--- src/rtl/renamer_pkg.sv ---
package renamer_pkg;
  localparam int DEF_NUM_LOG  = 32;
  localparam int DEF_NUM_PHYS = 64;

  function automatic int ceil_log2(input int n);
    int r;
    r = 0;
    while ((1 << r) < n) r++;
    return r;
  endfunction
endpackage

--- src/rtl/rn_free_ring.sv ---
// Circular pool of free physical tags. Allocation pops at head, retirement
// pushes at tail. A third pointer trails head by the in-flight count; on a
// flush head snaps back to it, returning squashed tags in allocation order.
module rn_free_ring #(
  parameter int DEPTH = 32,
  parameter int PW    = 6,
  parameter int BASE  = 32,
  localparam int AW   = renamer_pkg::ceil_log2(DEPTH),
  localparam int CW   = AW + 1
) (
  input  logic          clk,
  input  logic          rst,
  input  logic          pop,
  input  logic          retire,
  input  logic [PW-1:0] retire_tag,
  input  logic          rollback,
  output logic [PW-1:0] head_tag,
  output logic [CW-1:0] avail
);
  logic [PW-1:0] slots [DEPTH];
  logic [CW-1:0] head_q, tail_q, keep_q;

  assign head_tag = slots[head_q[AW-1:0]];
  assign avail    = tail_q - head_q;

  always_ff @(posedge clk) begin
    if (rst) begin
      for (int i = 0; i < DEPTH; i++) slots[i] <= PW'(BASE + i);
      head_q <= '0;
      keep_q <= '0;
      tail_q <= CW'(DEPTH);
    end else begin
      if (retire) begin
        slots[tail_q[AW-1:0]] <= retire_tag;
        tail_q <= tail_q + 1'b1;
        keep_q <= keep_q + 1'b1;
      end
      if (rollback)
        head_q <= keep_q + CW'(retire);
      else if (pop)
        head_q <= head_q + 1'b1;
    end
  end
endmodule

--- src/rtl/rn_map_table.sv ---
// Speculative and committed logical-to-physical maps held in flops so the
// whole committed map can be copied into the speculative one in one cycle.
module rn_map_table #(
  parameter int NL = 32,
  parameter int PW = 6,
  localparam int LW = renamer_pkg::ceil_log2(NL)
) (
  input  logic          clk,
  input  logic          rst,
  input  logic [LW-1:0] rd_a,
  input  logic [LW-1:0] rd_b,
  input  logic [LW-1:0] rd_d,
  output logic [PW-1:0] q_a,
  output logic [PW-1:0] q_b,
  output logic [PW-1:0] q_d,
  input  logic          spec_we,
  input  logic [LW-1:0] spec_idx,
  input  logic [PW-1:0] spec_tag,
  input  logic          arch_we,
  input  logic [LW-1:0] arch_idx,
  input  logic [PW-1:0] arch_tag,
  input  logic          restore
);
  logic [NL*PW-1:0] spec_flat;

  for (genvar i = 0; i < NL; i++) begin : g_ent
    logic [PW-1:0] spec_q, arch_q, arch_nxt;
    logic          arch_hit;

    assign arch_hit = arch_we && (arch_idx == LW'(i));
    assign arch_nxt = arch_hit ? arch_tag : arch_q;
    assign spec_flat[i*PW +: PW] = spec_q;

    always_ff @(posedge clk) begin
      if (rst) begin
        spec_q <= PW'(i);
        arch_q <= PW'(i);
      end else begin
        arch_q <= arch_nxt;
        if (restore)
          spec_q <= arch_nxt;
        else if (spec_we && spec_idx == LW'(i))
          spec_q <= spec_tag;
      end
    end
  end

  assign q_a = spec_flat[rd_a*PW +: PW];
  assign q_b = spec_flat[rd_b*PW +: PW];
  assign q_d = spec_flat[rd_d*PW +: PW];
endmodule

--- src/rtl/reg_renamer.sv ---
module reg_renamer #(
  parameter int NUM_LOG  = renamer_pkg::DEF_NUM_LOG,
  parameter int NUM_PHYS = renamer_pkg::DEF_NUM_PHYS,
  localparam int LW   = renamer_pkg::ceil_log2(NUM_LOG),
  localparam int PW   = renamer_pkg::ceil_log2(NUM_PHYS),
  localparam int FREE = NUM_PHYS - NUM_LOG,
  localparam int CW   = renamer_pkg::ceil_log2(FREE) + 1
) (
  input  logic          clk,
  input  logic          rst,
  input  logic          in_valid,
  input  logic [LW-1:0] in_src_a,
  input  logic [LW-1:0] in_src_b,
  input  logic [LW-1:0] in_dst,
  output logic          stall,
  output logic          out_valid,
  output logic [PW-1:0] out_src_a_phys,
  output logic [PW-1:0] out_src_b_phys,
  output logic [PW-1:0] out_dst_phys,
  output logic [PW-1:0] out_prev_phys,
  input  logic          cmt_valid,
  input  logic [LW-1:0] cmt_dst,
  input  logic [PW-1:0] cmt_new_phys,
  input  logic [PW-1:0] cmt_prev_phys,
  input  logic          flush
);
  logic [CW-1:0] free_cnt;
  logic [PW-1:0] fresh_tag, map_a, map_b, map_d;
  logic          accept;

  assign stall  = (free_cnt == '0);
  assign accept = in_valid && !stall && !flush;

  rn_free_ring #(.DEPTH(FREE), .PW(PW), .BASE(NUM_LOG)) u_pool (
    .clk(clk), .rst(rst),
    .pop(accept),
    .retire(cmt_valid), .retire_tag(cmt_prev_phys),
    .rollback(flush),
    .head_tag(fresh_tag), .avail(free_cnt)
  );

  rn_map_table #(.NL(NUM_LOG), .PW(PW)) u_maps (
    .clk(clk), .rst(rst),
    .rd_a(in_src_a), .rd_b(in_src_b), .rd_d(in_dst),
    .q_a(map_a), .q_b(map_b), .q_d(map_d),
    .spec_we(accept), .spec_idx(in_dst), .spec_tag(fresh_tag),
    .arch_we(cmt_valid), .arch_idx(cmt_dst), .arch_tag(cmt_new_phys),
    .restore(flush)
  );

  always_ff @(posedge clk) begin
    if (rst) begin
      out_valid      <= 1'b0;
      out_src_a_phys <= '0;
      out_src_b_phys <= '0;
      out_dst_phys   <= '0;
      out_prev_phys  <= '0;
    end else begin
      out_valid <= accept;
      if (accept) begin
        out_src_a_phys <= map_a;
        out_src_b_phys <= map_b;
        out_dst_phys   <= fresh_tag;
        out_prev_phys  <= map_d;
      end
    end
  end
endmodule

--- config.mk ---
export PLATFORM = sky130hd
export DESIGN_NAME = reg_renamer
export DESIGN_NICKNAME = d
export VERILOG_FILES = /design/src/rtl/renamer_pkg.sv /design/src/rtl/rn_free_ring.sv /design/src/rtl/rn_map_table.sv /design/src/rtl/reg_renamer.sv
export SDC_FILE = /design/constraint.sdc
export NUM_CORES = 1
export LEC_CHECK = 0
export BUFFER_PORTS_ARGS = -buffer_cell sky130_fd_sc_hd__buf_2
export CAP_MARGIN = 20
export CORE_MARGIN = 2
export CORE_UTILIZATION = 35
export CTS_BUF_LIST = sky130_fd_sc_hd__clkbuf_4
export DETAILED_ROUTE_END_ITERATION = 16
export SYNTH_ARGS = -nofsm -noshare
export SYNTH_HDL_FRONTEND = slang
export SYNTH_SLANG_ARGS = --single-unit
--- constraint.sdc ---
create_clock -name clk -period 5.02 [get_ports clk]
set_input_delay 0.753 -clock clk [delete_from_list [all_inputs] [get_ports clk]]
set_output_delay 0.753 -clock clk [all_outputs]
set_load 0.02 [all_outputs]
# Yosys cells after proc, flatten, opt, wreduce, memory -nomap -nowiden
# Memories as Yosys holds them, arrays and structs flattened. A register that Yosys moved wholly into a read port is not among the register bits.
# Index checks and enable logic that the tools add are counted.
word_totals:
  regBits: 427
  ram_bits: 192
  in_bits: 37
  wordCells: 359
  memories: 1
op_classes:
  add_sub_neg: 5
  n_mul: 3
  eq_ne: 62
  shifts: 3
  mux: 108
  reduce_logical: 105
memory_table:
  columns: ["memory", "words", "width", "rd", "rd_ports_with_merged_regs", "wr", "line_no", "text"]
  rows:
  - ["u_pool.slots", 32, 6, 1, 1, 32, "rn_free_ring.sv:20", "logic [PW-1:0] slots [DEPTH];"]
ops:
  columns: ["op", "n"]
  rows:
  - ["$mux 6", 99]
  - ["$shiftx 192x9->6", 3]
  - ["$eq 5x5->1 const B", 32]
  - ["$eq 5x4->1 const B", 16]
  - ["$logic_and 1x1->1", 66]
  - ["$reduce_bool 2->1", 33]
  - ["$eq 5x3->1 const B", 8]
  - ["$mul 5x2->7 const B", 3]
  - ["$eq 5x2->1 const B", 4]
  - ["$add 6x1->6 const B", 3]
  - ["$mux 5", 3]
  - ["$eq 5x1->1 const B", 2]
  - ["$logic_not 5->1", 2]
  - ["$add 6x1->6", 1]
  - ["$logic_not 6->1", 1]
  - ["$mux 1", 6]
  - ["$reduce_or 6->1", 1]
  - ["$sub 6x6->6", 1]
  - ["$logic_not 1->1", 2]

# Logic depth before layout (Yosys ltp)
# Gate-level depths: netlist of the first run.
logic_depth:
  depth_word: 9
  ltp_mapped: 12

# Modules after synthesis
# A second synthesis of the first run with hierarchy kept.
hier_totals:
  cells_unflattened: 2938
  area_unflattened_um2: 32344.8
modules_own_cells:
  columns: ["mod", "n_inst", "cells_per_inst", "area_per_inst_um2", "seq_area_each_um2"]
  rows:
  - ["rn_map_table", 1, 2033, 20915.1, 7687.4]
  - ["rn_free_ring", 1, 747, 10028.4, 6226.0]
  - ["reg_renamer", 1, 158, 1401.3, 500.5]

# Worst setup path after synthesis of the first run
# No wires, ideal clock.
synth_path:
  kind: "register -> output"
  from: "register u_pool.tail_q[0]"
  to: "output stall"
  arrival_ps: 2087
  required_ps: 4267
  path_slack_ps: 2180
  stages_incl_launch_ff: 11
  path_cell_list: "dfxtp_1 -> inv_1 -> ha_1 -> nand2b_1 -> a21oi_1 -> o2bb2ai_1 -> o21a_1 -> buf_2 -> buf_2 -> nand2_1 -> inv_1"
synth_between:
  elab_chain_len: 2
synth_lines:
  columns: ["item", "line_no", "text"]
  rows:
  - ["start, declared", "rn_free_ring.sv:21", "logic [CW-1:0] head_q, tail_q, keep_q;"]
  - ["start signal, assigned", "rn_free_ring.sv:31", "tail_q <= CW'(DEPTH);"]
  - ["start signal, assigned", "rn_free_ring.sv:35", "tail_q <= tail_q + 1'b1;"]
  - ["$sub 6x6->6", "rn_free_ring.sv:24", "assign avail = tail_q - head_q;"]
  - ["$logic_not 6->1", "reg_renamer.sv:31", "assign stall = (free_cnt == '0);"]
  - ["end, declared", "reg_renamer.sv:15", "output logic stall,"]
# Every way passes these cells.

# Final worst setup path of the first run
layout_path:
  from: "register u_pool.tail_q[2]"
  to: "output stall"
# The elaborated chain is that of the path after synthesis.

==> flow_summary.toml, run 1 <==
[min_path]
min_path_type = "in -> reg"

[critical_path]
cp.required_ns = 4.27
slowest_delay_ns = 0.54
reg2reg_slack_ns = 1.32
start_kind = "flip-flop"
endpoint_kind = "output pin"
critPathSlowestCell = "dfxtp_1"
cp_cell_sequence = "ha_1, nor2_1, a21oi_1, nor4_1, o21a_1, nand2_1, inv_1, buf_2"
path_max_fanout = 12
crit_family = "simple AND/OR/NAND/NOR gates"
critPathBufInv = 2
worstPathArrival_ns = 3.79
path_class = "reg -> out"

[floorplanning]
io_pins = 63
die_y_um = 302
rows = 109
initial_core_util = 0.352
die_x_um = 302
core_region_area_sq_um = 88200
die-area_sq_um = 91200

[pwr]
clkPwrFrac = 0.396
netSwitchingFraction = 0.289
power_density_nw_per_um2 = 339
peakVddDrop_mv = 0.246
p_int_mw = 8.32
power.leakage_nw = 12.1
share_seq_of_total_power = 0.469
combPwrFrac = 0.135
p_sw_mw = 3.38

[global_routing]
antenna_found_initial = 11
grt_use_total = 0.237
grt_pass1_wl_um = 159000
grt-ovfl-total = 0
grt_max_degree = 112
grt_pass1_vias = 23100

[timing]
hold_viol = 0
final.setup_skew_ns = 0.0867
tightestPinTransition_ns = 1.30
rsz0062_at_grt = "no"
fin_crit_sh = 0.904
slew_headroom = 0.130
drv_slew = 0
period_needed_ns = 4.54
finalSetupTns_ns = 0
clock.fmax_mhz = 220
finalSetupViolCount = 0

[yosys]
yosysUniqueCellTypes = 83
avgSynthCellArea_sq_um = 11.4
async_reset_ff_frac = 0
synth_top_area_share = 0.278
yosysSeqAreaShare = 0.464
syn_nets = 2783
synth_area_leaders = "dfxtp_1 28%, edfxtp_1 19%, mux4_2 16%"
ys.flop_type = "dfxtp_1"
syn_area_sq_um = 31100
synth_edf_count = 192
synthCells = 2733
yosysTopAreaCell = "dfxtp_1"
yosysWarningCount = 0
synth-seq-cells = 624

[clock_network]
insertion_delay_ns = 1.09
cts_sinks = 624
numCtsBuffers = 161
cts_root_buffer = "clkbuf_4"
htreeDepth = 4
clockBufferDepth = 3
cts_tree = "built"
post_cts_buffers = 0
clk_pin_slew_ns = 0.07

[cells_and_area]
fin_nets = 2816
area_growth_pct = 11.0
drive_above_1_share = 0.248
finalNonFillerCells = 4046

[routing]
first_pass_iters = 6
routedWlPerCell_um = 26.8
drtAntennaViolNets = 0
drt_drc_violations_left = 0
drt_iter0_markers = 3097
wl_um = 108000
vias = 24600
viasPerCell = 6.07

[placed_design]
placedCellCount = 3762
dp_hpwl_um = 72700
portBuffers = 62
gp_congestion = 0.981

[outcome]
status = "finished, final reports clean"

[job]
drv_cap = 0
path summary, 6_finish.rpt:
path | from | endpoint | cells past startpoint
min | cmt_prev_phys[0] | u_pool.slots[3][0] | 2
max reg2reg | u_pool.tail_q[0] | u_maps.g_ent[10].spec_q[4] | 10
max | u_pool.tail_q[2] | stall | 8
min reg2reg | out_dst_phys[2] | out_dst_phys[2] | 2
cell families after synthesis:
kind of cell / after synthesis / synth area share
AO/OA/AOI/OAI: 458 / 0.108
buffers and inverters: 285 / 0.0395
flip-flops: 624 / 0.464
XOR/XNOR: 19 / 0.00536
multiplexers: 479 / 0.247
AND/OR/NAND/NOR: 855 / 0.130
adder cells (fa/ha/maj): 13 / 0.00523
through the flow:
stage | hold WS (ns) | util | power, mW | worst slack (ns) | area, sq um
global route | 0.0479 | 0.391 | 12.1 | 0.224 | 34500
finish | 0.114 | 0.391 | 11.7 | 0.481 | 34500
CTS | 0.0208 | 0.390 | 11.7 | 0.460 | 34400
floorplan | 0.433 | - | 6.54 | 2.18 | 31100
detailed placement | 0.445 | 0.366 | 7.11 | 1.29 | 32300
global placement | 0.442 | 0.366 | 7.10 | 1.32 | 32300
Yosys cell counts (5+ instances only):
| master | number |
|---|---|
| mux4_2 | 221 |
| a211oi_1 | 64 |
| xnor2_1 | 8 |
| o21ai_1 | 9 |
| edfxtp_1 | 192 |
| mux2_2 | 19 |
| buf_2 | 42 |
| o211ai_1 | 41 |
| a31oi_1 | 8 |
| dfxtp_1 | 432 |
| o221ai_1 | 14 |
| ha_1 | 13 |
| clkbuf_1 | 190 |
| nor3_1 | 83 |
| nand2b_1 | 26 |
| or3b_2 | 6 |
| and2_1 | 16 |
| a21oi_1 | 52 |
| or2_2 | 6 |
| buf_6 | 7 |
| a221oi_1 | 59 |
| mux2i_1 | 233 |
| nand3_1 | 88 |
| nand2_1 | 256 |
| nor2_1 | 246 |
| inv_1 | 16 |
| o2bb2ai_1 | 8 |
| and3_1 | 5 |
| nor2b_1 | 10 |
| a211oi_2 | 17 |
| nand4_1 | 19 |
| o22ai_1 | 25 |
| nand3b_1 | 10 |
| mux4_1 | 6 |
| o2111ai_1 | 5 |
| o21ai_0 | 93 |
| buf_1 | 20 |
| a221oi_2 | 9 |
| o21ai_2 | 6 |
| xor2_1 | 11 |
| or3_1 | 52 |
| buf_4 | 5 |
| a211o_1 | 5 |
cells in the final DEF, fill, tap and decap left out, types with 8 or more instances in the layout:
cell type,Yosys,final
a211oi_1,64,64
a211oi_2,17,17
a21oi_1,52,52
a221oi_1,59,59
a221oi_2,9,9
a31oi_1,8,8
and2_1,16,16
buf_2,42,59
buf_4,5,65
clkbuf_4,0,244
clkinv_1,2,14
dfxtp_1,432,430
diode_2,0,8
edfxtp_1,192,192
ha_1,13,13
inv_1,16,15
mux2_2,19,19
mux2i_1,233,233
mux4_2,221,221
nand2_1,256,255
nand2b_1,26,26
nand3_1,88,88
nand3b_1,10,10
nand4_1,19,19
nor2_1,246,246
nor2b_1,10,10
nor3_1,83,83
o211ai_1,41,41
o21ai_0,93,93
o21ai_1,9,8
o221ai_1,14,14
o22ai_1,25,25
o2bb2ai_1,8,8
or3_1,52,52
xnor2_1,8,8
xor2_1,11,11
sequential cells by signal, indices dropped and copies added (netlist names), named ones only:
name / cells
out_src_b_phys: 6
u_maps.g_ent.spec_q: 192
u_pool.tail_q: 6
out_valid: 1
out_dst_phys: 6
out_prev_phys: 6
u_pool.keep_q: 6
out_src_a_phys: 6
u_maps.g_ent.arch_q: 192
u_pool.slots: 192
u_pool.head_q: 6
layer usage:
metal | global-route usage | wire length, um | up-vias
met5 | 0 | 69 | -
met4 | 0.122 | 5980 | 10
met3 | 0.0679 | 11500 | 349
met2 | 0.345 | 46700 | 1498
met1 | 0.319 | 44200 | 12100
li1 | - | - | 10600
worst register-to-register path, cell delays in order, from the launching register on:
cell and delay [ns]:
dfxtp_1 0.45, inv_1 0.13, ha_1 0.22, nand2b_1 0.16, a21oi_1 0.23, o32a_1 0.22, nand2_1 0.53, buf_4 0.44
o21ai_1 0.72, a221oi_1 0.22, a211oi_1 0.25
cell type report:
class                   count  area (sq um)
inverters                  19          75.1
multi-input cells        1824         15400
diodes                      8          20.0
flip-flops and latches    624         14400
fillers                  8479         53800
repair buffers            136           977
clock buffers             244          1830
clock inverters            26           256
well taps                1165          1460
power by group through the flow:
stage               clock, mW  sequential [mW]  combinational, mW
global route             4.98             5.49               1.65
detailed placement          0             5.60               1.51
floorplan                   0             5.52               1.02
CTS                      4.70             5.49               1.52
finish                   4.63             5.48               1.58
global placement            0             5.60               1.50
repair_timing:
item | CTS | global route
resized for setup | 0 | 0
hold buffers | 3 | 0
endpoints found under the hold margin | 4 | 0
Power figures use the tool's default switching activity.
==> inputs of run 2 (changes only) <==
--- a/config.mk
+++ b/config.mk
@@ -13,4 +13,5 @@
 export DETAILED_ROUTE_END_ITERATION = 16
 export SYNTH_ARGS = -nofsm -noshare
 export SYNTH_HDL_FRONTEND = slang
+export SYNTH_HIERARCHICAL = 1
 export SYNTH_SLANG_ARGS = --single-unit
==> flow_summary.toml, run 2 <==
[routing]
drtAntennaViolNets = 0
routedWlPerCell_um = 24.9
wl_um = 104000
drt_iter0_markers = 3083
drt_drc_violations_left = 0
vias = 25800
viasPerCell = 6.14
first_pass_iters = 6

[pwr]
power_density_nw_per_um2 = 321
share_seq_of_total_power = 0.467
total_power_mw = 11.5
p_sw_mw = 3.19
p_int_mw = 8.26
netSwitchingFraction = 0.278
combPwrFrac = 0.112
clkPwrFrac = 0.421
power.leakage_nw = 11.9
peakVddDrop_mv = 0.164

[placed_design]
portBuffers = 62
dp_slack_ns = 0.795
dp_hpwl_um = 63300
gp_congestion = 0.931

[yosys]
synth_area_leaders = "dfxtp_1 27%, edfxtp_1 18%, mux4_2 15%"
yosysWarningCount = 6
yosysSeqAreaShare = 0.446
synth_common_cells = "432 x dfxtp_1, 277 x nand3_1, 269 x clkbuf_1"
synth_top_area_share = 0.267
synth-seq-cells = 624
ys.flop_type = "dfxtp_1"
yosysUniqueCellTypes = 61
yosysTopAreaCell = "dfxtp_1"
synth_most_common_cell = "dfxtp_1"
async_reset_ff_frac = 0
syn_area_sq_um = 32300
syn_nets = 2989
avgSynthCellArea_sq_um = 11.0
synth_edf_count = 192
synthCells = 2938

[clock_network]
clk_pin_slew_ns = 0.07
htreeDepth = 4
clockBufferDepth = 3
post_cts_buffers = 0
cts_root_buffer = "clkbuf_4"
cts-resized-gates = 0
numCtsBuffers = 169
insertion_delay_ns = 1.07
hold_buffers = 1
cts_tree = "built"
cts_sinks = 624

[floorplanning]
die_x_um = 308
rows = 111
die_y_um = 308
initial_core_util = 0.353
io_pins = 63
core_region_area_sq_um = 91700
die-area_sq_um = 94900

[timing]
drv_slew = 0
slew_headroom = 0.266
final.setup_skew_ns = 0.105
fin_ws_ns = 0.544
rsz0062_at_grt = "no"
fin_crit_sh = 0.892
clock.fmax_mhz = 223
period_needed_ns = 4.48
tightestPinTransition_ns = 1.10
finalSetupViolCount = 0
finalSetupTns_ns = 0
hold_viol = 0

[global_routing]
grt_pass1_wl_um = 157000
grt-ovfl-total = 0
grt_use_total = 0.217
grt_max_degree = 170
antenna_found_initial = 5
grt_pass1_vias = 24600

[critical_path]
path_class = "reg -> out"
endpoint_kind = "output pin"
worstPathArrival_ns = 3.72
cp.required_ns = 4.27
path_max_fanout = 25
start_kind = "flip-flop"

[cells_and_area]
final_cell_mix = "430 x dfxtp_1, 277 x nand3_1, 261 x clkbuf_4"
mostFrequentLayoutCell = "dfxtp_1"
ff_latch_area_sq_um = 14400
fin_nets = 2942
drive_above_1_share = 0.236
area_growth_pct = 10.3
largestRegisters = "u_maps/g_ent.arch_q x192, u_maps/g_ent.spec_q x192, u_pool/slots x192"
num-fill-cells = 8873
multi_input_area_sq_um = 16500

[min_path]
min_path_type = "in -> reg"

[outcome]
status = "finished, final reports clean"

[job]
drv_cap = 0
## run 2: path summary, 6_finish.rpt
| path | from | endpoint | slack [ns] | cells after the start |
|---|---|---|---|---|
| worst min-delay path | flush | u_maps/g_ent[19].spec_q[3] | 0.18 | 2 |
| worst max-delay path | u_pool/tail_q[4] | stall | 0.54 | 8 |
| worst max register to register | u_pool/tail_q[0] | u_maps/g_ent[25].spec_q[0] | 0.75 | 16 |
| worst min register to register | u_maps/g_ent[26].arch_q[2] | u_maps/g_ent[26].arch_q[2] | 0.48 | 2 |
## run 2: worst max-delay path: stages, from the launching register on
cell and delay, ns:
dfxtp_1 0.60, ha_1 0.37, and3_1 0.18, a211oi_1 0.22
o211ai_1 0.19, or4_1 0.50, buf_4 0.22, nor2_1 0.19
buf_2 0.22
## run 2: metal layers
metal,track usage,vias to the layer above,part of all wire
met3,0.0451,241,0.083
met4,0.111,2,0.045
met2,0.328,1315,0.45
met1,0.293,12900,0.42
li1,-,11300,-
met5,0,-,0.00011
## run 2: layout make-up
class	count	area share
clock inverters	27	0.00750
repair buffers	134	0.0264
flip-flops and latches	624	0.404
clock buffers	261	0.0549
inverters	13	0.00137
diodes	4	0.000281
well taps	1186	0.0416
multi-input cells	1949	0.464
## run 2: cell families after synthesis
logic type / count (synthesis) / synth area share
buf+inv: 365 / 0.0475
simple gates: 889 / 0.155
mux: 361 / 0.202
fa+ha+maj: 14 / 0.00565
flops: 624 / 0.446
xor+xnor: 20 / 0.00542
compound gates: 665 / 0.139
## run 2: power by group through the flow
| stage | registers, mW | logic (mW) | clock network [mW] |
|---|---|---|---|
| 2_1_floorplan | 5.43 | 0.822 | 0 |
| 3_3_place_gp | 5.46 | 1.25 | 0 |
| 3_5_place_dp | 5.46 | 1.25 | 0 |
| 4_1_cts | 5.35 | 1.26 | 4.93 |
| 5_1_grt | 5.36 | 1.35 | 5.21 |
| 6_report | 5.35 | 1.29 | 4.82 |
## run 2: stage by stage
stage / instance area [sq um] / cells / hold WS, ns / utilization
2_1_floorplan: 32300 / 2938 / 0.449 / -
3_3_place_gp: 33400 / 3902 / 0.462 / 0.364
3_5_place_dp: 33400 / 3902 / 0.473 / 0.364
4_1_cts: 35600 / 4191 / 0.0706 / 0.389
5_1_grt: 35700 / 4197 / 0.111 / 0.389
6_report: 35700 / 4198 / 0.182 / 0.389
